## src/rtl/lvmon_ctrl.sv

```systemverilog
module lvmon_ctrl (
  input  logic       clk,
  input  logic       rst_n,
  input  logic       warn_lvl_i,
  input  logic       det_lvl_i,
  input  logic       stop_i,
  input  logic       wr_en_i,
  input  logic [7:0] wr_data_i,
  output logic [7:0] rd_data_o,
  output logic       irq_o,
  output logic       rst_req_o,
  output logic       buf_en_o,
  output logic       buf_hidrive_o
);

  logic [1:0] warn_sync, det_sync;
  logic warn_s, det_s;
  logic flag, irq_en, det_rst_en, det_stop_en, det_en, hi_drv, buf_on;
  logic det_en_locked, det_rst_locked;
  logic det_qual, det_qual_q;
  logic ack_req;
  logic unused_bit7;

  assign unused_bit7 = wr_data_i[7];

  always_ff @(posedge clk or negedge rst_n)
    if (!rst_n) begin
      warn_sync <= 2'b00;
      det_sync  <= 2'b00;
    end else begin
      warn_sync <= {warn_sync[0], warn_lvl_i};
      det_sync  <= {det_sync[0], det_lvl_i};
    end

  assign warn_s  = warn_sync[1];
  assign det_s   = det_sync[1];
  assign ack_req = wr_en_i & wr_data_i[6];

  always_ff @(posedge clk or negedge rst_n)
    if (!rst_n)               flag <= 1'b0;
    else if (warn_s)          flag <= 1'b1;
    else if (ack_req)         flag <= 1'b0;

  always_ff @(posedge clk or negedge rst_n)
    if (!rst_n) begin
      irq_en      <= 1'b0;
      det_stop_en <= 1'b0;
      hi_drv      <= 1'b0;
      buf_on      <= 1'b0;
    end else if (wr_en_i) begin
      irq_en      <= wr_data_i[5];
      det_stop_en <= wr_data_i[3];
      hi_drv      <= wr_data_i[1];
      buf_on      <= wr_data_i[0];
    end

  always_ff @(posedge clk or negedge rst_n)
    if (!rst_n) begin
      det_en        <= 1'b0;
      det_en_locked <= 1'b0;
    end else if (wr_en_i && !det_en_locked) begin
      det_en        <= wr_data_i[2];
      det_en_locked <= 1'b1;
    end

  always_ff @(posedge clk or negedge rst_n)
    if (!rst_n) begin
      det_rst_en     <= 1'b0;
      det_rst_locked <= 1'b0;
    end else if (wr_en_i && !det_rst_locked) begin
      det_rst_en     <= wr_data_i[4];
      det_rst_locked <= 1'b1;
    end

  assign det_qual = det_en & det_s & (~stop_i | det_stop_en);

  always_ff @(posedge clk or negedge rst_n)
    if (!rst_n) begin
      det_qual_q <= 1'b0;
      rst_req_o  <= 1'b0;
    end else begin
      det_qual_q <= det_qual;
      rst_req_o  <= det_qual & ~det_qual_q & det_rst_en;
    end

  assign rd_data_o     = {flag, 1'b0, irq_en, det_rst_en, det_stop_en, det_en, hi_drv, buf_on};
  assign irq_o         = flag & irq_en;
  assign buf_en_o      = buf_on;
  assign buf_hidrive_o = buf_on & hi_drv;

endmodule

```

## config.mk

```make
export PLATFORM = sky130hd
export DESIGN_NAME = lvmon_ctrl
export DESIGN_NICKNAME = d
export VERILOG_FILES = /design/src/rtl/lvmon_ctrl.sv
export SDC_FILE = /design/constraint.sdc
export NUM_CORES = 1
export LEC_CHECK = 0
export ABC_AREA = 1
export ABC_CLOCK_PERIOD_IN_PS = 800
export BUFFER_PORTS_ARGS = -buffer_cell sky130_fd_sc_hd__buf_4
export CAP_MARGIN = 40
export CORE_UTILIZATION = 40
export DETAILED_ROUTE_END_ITERATION = 8
export GPL_TIMING_DRIVEN = 0
export PLACE_DENSITY = 0.66
export REMOVE_ABC_BUFFERS = 1
export SETUP_SLACK_MARGIN = 0.4
export SYNTH_ARGS = -nofsm -noshare
export SYNTH_HDL_FRONTEND = slang
export SYNTH_SLANG_ARGS = --single-unit
```

## constraint.sdc

```tcl
create_clock -name clk -period 0.8 [get_ports clk]
set_input_delay 0.04 -clock clk [delete_from_list [all_inputs] [get_ports clk]]
set_output_delay 0.04 -clock clk [all_outputs]
set_load 0.05 [all_outputs]
```

==> impl_metrics.tcl, run 1 <==
set metrics [dict create \
    status "finished with violations" \
    violations "negative hold slack, negative setup slack" \
    place_inst 93 \
    grt_setup_unrepaired "yes" \
    leakage_nw 0.4615 \
    path_clk_slew_ns 0.08 \
    cts.sinks 15 \
    p_total_mw 1.558 \
    drt-total-wl_um 996 \
    grt_max_degree 16 \
    cp_max_fo 4 \
    drive_gt1_share_pct 46.51 \
    synth-edff-count 0 \
    async_reset_ff_share_pct 100.0 \
    grt_pass1_vias 381 \
    avgSynthCellArea_um2 9.482 \
    peakVddDrop_uv 1022 \
    grt_pass1_wl_um 1531 \
    setup-tns-final_ns -1.286 \
    fill_cells 117 \
    die_w_um 40.95 \
    worst_ep_required_time_ns 0.76 \
    fmax_mhz 984.4 \
    cts-hold-fix-buffers 1 \
    busiest_layer "met2" \
    start_kind "flop" \
    critPathKind "reg2out" \
    synth_top_family_by_area "simple AND/OR/NAND/NOR gates" \
    setup_viol 11 \
    antenna_cells 0 \
    hpwlAfterDp_um 685.5 \
    synthMuxAreaShare_pct 0 \
    final_nets 101 \
    die_h_um 40.95 \
    synth_cell_types 11 \
    power_per_cell_area_mw_per_mm2 1853 \
    syn_to_final_growth_pct 38.56 \
    viasPerCell 4.376 \
    synthAdderAreaFrac_pct 0 \
    syn_inst 64 \
    routabilityCongestion 0.6807 \
    grt_overflow 0 \
    finalHoldViolCount 7 \
    min_period_over_period_pct 127.0 \
    met3_usage_pct 1.630 \
    syn_area_um2 606.8 \
    clockBufferDepth 2 \
    clock-root-buffer "clkbuf_4" \
    synth_area_leaders "dfrtp_1 (62%), nand2_1 (15%), buf_4 (9.9%)" \
    ys.flop_type "dfrtp_1" \
    synth-simple-area-share_pct 18.14 \
    cp-end-kind "output pin" \
    cap_viol_max_count 0 \
    utilization_pct 62.28 \
    grt_use_met2_pct 23.44 \
    htreeDepth 1 \
    dr.pass1.iters 2 \
    rows 13 \
    crit_arrival_ns 0.98 \
    grt_usage_pct 14.43 \
    ant_nets 0 \
    wire_per_inst_um 9.861 \
    fin_crit_ns 1.016 \
    io_pins 26 \
    stdcell_area_um2 840.8 \
    fin_skew_ns 0.001522 \
    cts_made_buffers 3 \
    fin_cells 101 \
    placed_area_um2 726.9 \
    dieArea_mm2 0.001677 \
    drv_slew 0 \
    core_area_mm2 0.001350 \
    seq_area_frac_synth_pct 61.86 \
    gr-usage-met1_pct 17.65 \
    remaining_drc_errors 0 \
    clk_latency_ns 0.27 \
    synth-compound-area-share_pct 2.062 \
    antenna_found_initial 0 \
    ys.warnings.count 0 \
    ys_ff_latch 15 \
    layout_setup_ws_ns -0.2158 \
    start_util_pct 44.95 \
    synth_xor_area_share_pct 0 \
    portBuffers 23 \
    synth_commonest_cells "nand2_1 (24), dfrtp_1 (15), inv_1 (9)" \
    cts_tree "yes" \
    num_vias 442 \
    synth.most_common_cell "nand2_1" \
    drt_iter0_drc 4 \
    post-place-ws_ns 0.08025 \
    synth_top_area_share_pct 61.86 \
    synth_top_area_cell "dfrtp_1" \
    hold_class "in2reg" \
    hold_slack_ns -0.1290 \
]
[timing repair]
| item | 4_1_cts | 5_1_grt |
|---|---|---|
| buffers inserted | 2 | 1 |
| setup endpoints to repair | 24 | 24 |
| gates cloned | 0 | 0 |
| pin swaps | 7 | 4 |
| hold endpoints to repair | 22 | 5 |
| resized for setup | 12 | 10 |
[logic make-up (layout without fill, tap and decap cells)]
group / Yosys count / in the layout
AO/OA/AOI/OAI: 2 / 2
buffers and inverters: 18 / 40
flip-flops: 15 / 15
other: 1 / 1
AND/OR/NAND/NOR: 28 / 28
[state kept, by name (all words and copies together), names as in the netlist]
| name | flops |
|---|---|
| rst_req_o | 1 |
| buf_en_o | 1 |
| warn_sync | 2 |
| flag | 1 |
| det_en | 1 |
| det_stop_en | 1 |
| det_rst_locked | 1 |
| det_qual_q | 1 |
| hi_drv | 1 |
| det_en_locked | 1 |
| det_rst_en | 1 |
| det_sync | 2 |
| irq_en | 1 |
[area by class of cell]
type	count	area (um2)	area share, %
flip-flops and latches	15	375.4	44.64
repair buffers	27	246.5	29.32
multi-input cells	31	140.1	16.67
inverters	9	33.78	4.018
clock buffers	4	26.28	3.125
well taps	15	18.77	2.232
[layer usage]
layer,vias up,part of all wire (%)
li1,224,-
met1,204,42
met2,12,53
met3,2,3.5
met4,0,1.9
met5,-,0
[critical path: stages (launching register included)]
cell	delay (ns)
dfrtp_1	0.42
buf_4	0.15
buf_6	0.14
[path summary, 6_finish.rpt]
| check | startpoint | endpoint | slack, ns | cells after the start |
|---|---|---|---|---|
| max in group asynchronous | rst_n | det_en | 0.48 | 2 |
| min in group asynchronous | rst_n | hi_drv | 0.15 | 2 |
| worst max register to register | det_stop_en | rst_req_o | 0.05 | 4 |
| worst min register to register | det_sync[0] | det_sync[1] | 0.35 | 0 |
| worst max-delay path | buf_en_o | rd_data_o[0] | -0.22 | 2 |
| worst min-delay path | warn_lvl_i | warn_sync[0] | -0.13 | 1 |
[power breakdown]
group	internal, mW	switching [mW]	total, mW	leakage [nW]
sequential	0.789	0.0224	0.811	0.179
clock	0.193	0.217	0.410	0.0150
combinational	0.130	0.207	0.337	0.268
[cell usage in the layout, fill, tap and decap left out, drive strengths merged]
cell type	Yosys	layout
o21ai	1	1
dfrtp	15	15
clkbuf	0	4
nand3	2	2
a21o	1	1
nor2	1	1
dlygate4sd3	0	1
inv	9	9
buf	9	26
nand2	25	25
conb	1	1
Power figures use the tool's default switching activity.
==> run 2: changes to the inputs <==
--- a/config.mk
+++ b/config.mk
@@ -7,12 +7,13 @@
 export LEC_CHECK = 0
 export ABC_AREA = 1
 export ABC_CLOCK_PERIOD_IN_PS = 800
-export BUFFER_PORTS_ARGS = -buffer_cell sky130_fd_sc_hd__buf_4
+export BUFFER_PORTS_ARGS = -buffer_cell sky130_fd_sc_hd__buf_2
 export CAP_MARGIN = 40
-export CORE_UTILIZATION = 40
+export CORE_MARGIN = 3
+export CORE_UTILIZATION = 41
 export DETAILED_ROUTE_END_ITERATION = 8
 export GPL_TIMING_DRIVEN = 0
-export PLACE_DENSITY = 0.66
+export PLACE_DENSITY = 0.67
 export REMOVE_ABC_BUFFERS = 1
 export SETUP_SLACK_MARGIN = 0.4
 export SYNTH_ARGS = -nofsm -noshare
==> run 2 against run 1 <==
The flow still finishes with violations (negative hold slack, negative setup slack); clock power up 4%; sequential power hardly changed; first-iteration DRC count rose by 25%; sequential cell count unchanged; critical path type unchanged; critical endpoint is now buf_hidrive_o; largest power group unchanged; highest routed layer unchanged.
==> impl_metrics.tcl, run 2 (synthesis gave the netlist of run 1 again) <==
set metrics [dict create \
    antenna_cells 0 \
    portBuffers 23 \
    crit_arrival_ns 0.96 \
    worst_ep_required_time_ns 0.76 \
    routed.top_layer "met4" \
    fin_cells 104 \
    fin_crit_ns 0.9998 \
    power_per_cell_area_mw_per_mm2 1820 \
    reg_top3 "det_sync (2), warn_sync (2)" \
    mostFrequentLayoutCell "nand2_1" \
    cap_viol_max_count 0 \
    cts_made_buffers 3 \
    wl_met2_um 584 \
    die_h_um 44.47 \
    clk_latency_ns 0.28 \
    cts_tree "yes" \
    wl_met1_um 443 \
    cp_max_fo 4 \
    clockBufferDepth 2 \
    fin_skew_ns 0.002779 \
    hold_slack_ns -0.3554 \
    grt_max_degree 16 \
    place_inst 93 \
    clkPwrFrac_pct 27.3 \
    hold_class "in2async" \
    leakage_nw 0.4799 \
    grt_overflow 0 \
    drt-total-wl_um 1112 \
    drv_slew 0 \
    grt_setup_unrepaired "yes" \
    p_switching_uw 463.5 \
    combPwrFrac_pct 20.4 \
    peakVddDrop_uv 1075 \
    min_period_over_period_pct 125.0 \
    finalHoldViolCount 23 \
    drt_iter0_drc 5 \
    antenna_found_initial 0 \
    setup_viol 14 \
    status "finished with violations" \
    htreeDepth 1 \
    seqPwrFrac_pct 52.2 \
    ant_nets 0 \
    cp-end-kind "output pin" \
    rows 13 \
    critPathKind "reg2out" \
    syn_to_final_growth_pct 41.03 \
    r2r_start "det_rst_en" \
    cp-startpoint "buf_en_o" \
    core_area_mm2 0.001350 \
    cts.sinks 15 \
    routabilityCongestion 0.6863 \
    path_clk_slew_ns 0.09 \
    final_nets 104 \
    drive_gt1_share_pct 55.06 \
    remaining_drc_errors 0 \
    start_util_pct 44.95 \
    start_kind "flop" \
    grt_pass1_vias 450 \
    die_w_um 44.47 \
    grt_pass1_wl_um 1704 \
    violations "negative hold slack, negative setup slack" \
    post-place-ws_ns 0.04557 \
    fmax_mhz 1000 \
    wire_per_inst_um 10.69 \
    setup-tns-final_ns -1.274 \
    final_cell_mix "nand2_1 (16), dfrtp_1 (15), buf_6 (13)" \
    num_vias 455 \
    layout_setup_ws_ns -0.1998 \
    wl_met3_um 60 \
    clock-root-buffer "clkbuf_4" \
    io_pins 26 \
    p_int_mw 1.094 \
    hpwlAfterDp_um 737.3 \
    dr.pass1.iters 5 \
    grt_usage_pct 12.06 \
    switching_share_pct 29.76 \
    viasPerCell 4.375 \
    utilization_pct 63.39 \
    dieArea_mm2 0.001978 \
]
## run 2: cell count changes in the layout (fill, tap and decap cells not counted), sizes merged
cell / before / now
buf: 26 / 30
dlygate4sd3: 1 / 0
## run 2: cell type report
class                      count  area, um2
clock buffer                   4      26.28
fill                         109      494.2
inverter                       9      33.78
multi-input combinational     31      157.7
sequential                    15      375.4
tap                           15      18.77
timing repair buffer          30      244.0
## run 2: timing repair
action,CTS,global route
resized for setup,25,18
setup endpoints to repair,24,24
buffers inserted,4,3
endpoints found under the hold margin,23,21
pin swaps,5,1
## run 2: critical path, stage by stage, from the launching register on
cell	delay [ns]
dfrtp_1	0.40
nand2_1	0.07
inv_1	0.07
buf_6	0.15
## run 2: layer usage
layer	up-vias	GRT usage, %
met2	16	21.20
met1	209	12.05
met4	0	9.036
li1	228	-
met3	2	2.846
met5	-	0
## run 2: path summary, 6_finish.rpt
path,cells after the start,endpoint,slack (ns)
max in group asynchronous,1,det_sync[0],0.91
hold reg to reg,0,det_sync[1],0.35
setup / recovery,3,buf_hidrive_o,-0.20
setup reg to reg,4,rst_req_o,-0.02
min in group clk,1,warn_sync[0],-0.14
hold / removal,1,flag,-0.36
## run 2: through the flow
stage | instance area (um2) | power (mW)
2_1_floorplan | 535.5 | 0.9855
3_3_place_gp | 669.4 | 1.075
3_5_place_dp | 669.4 | 1.079
4_1_cts | 794.5 | 1.544
5_1_grt | 855.8 | 1.623
6_report | 855.8 | 1.557
## run 2: power by group through the flow
stage / Combinational (mW) / Clock (mW) / Sequential (mW)
6_report: 0.318 / 0.426 / 0.813
5_1_grt: 0.339 / 0.468 / 0.817
4_1_cts: 0.302 / 0.431 / 0.811
3_5_place_dp: 0.257 / 0 / 0.822
3_3_place_gp: 0.255 / 0 / 0.820
2_1_floorplan: 0.0724 / 0 / 0.913
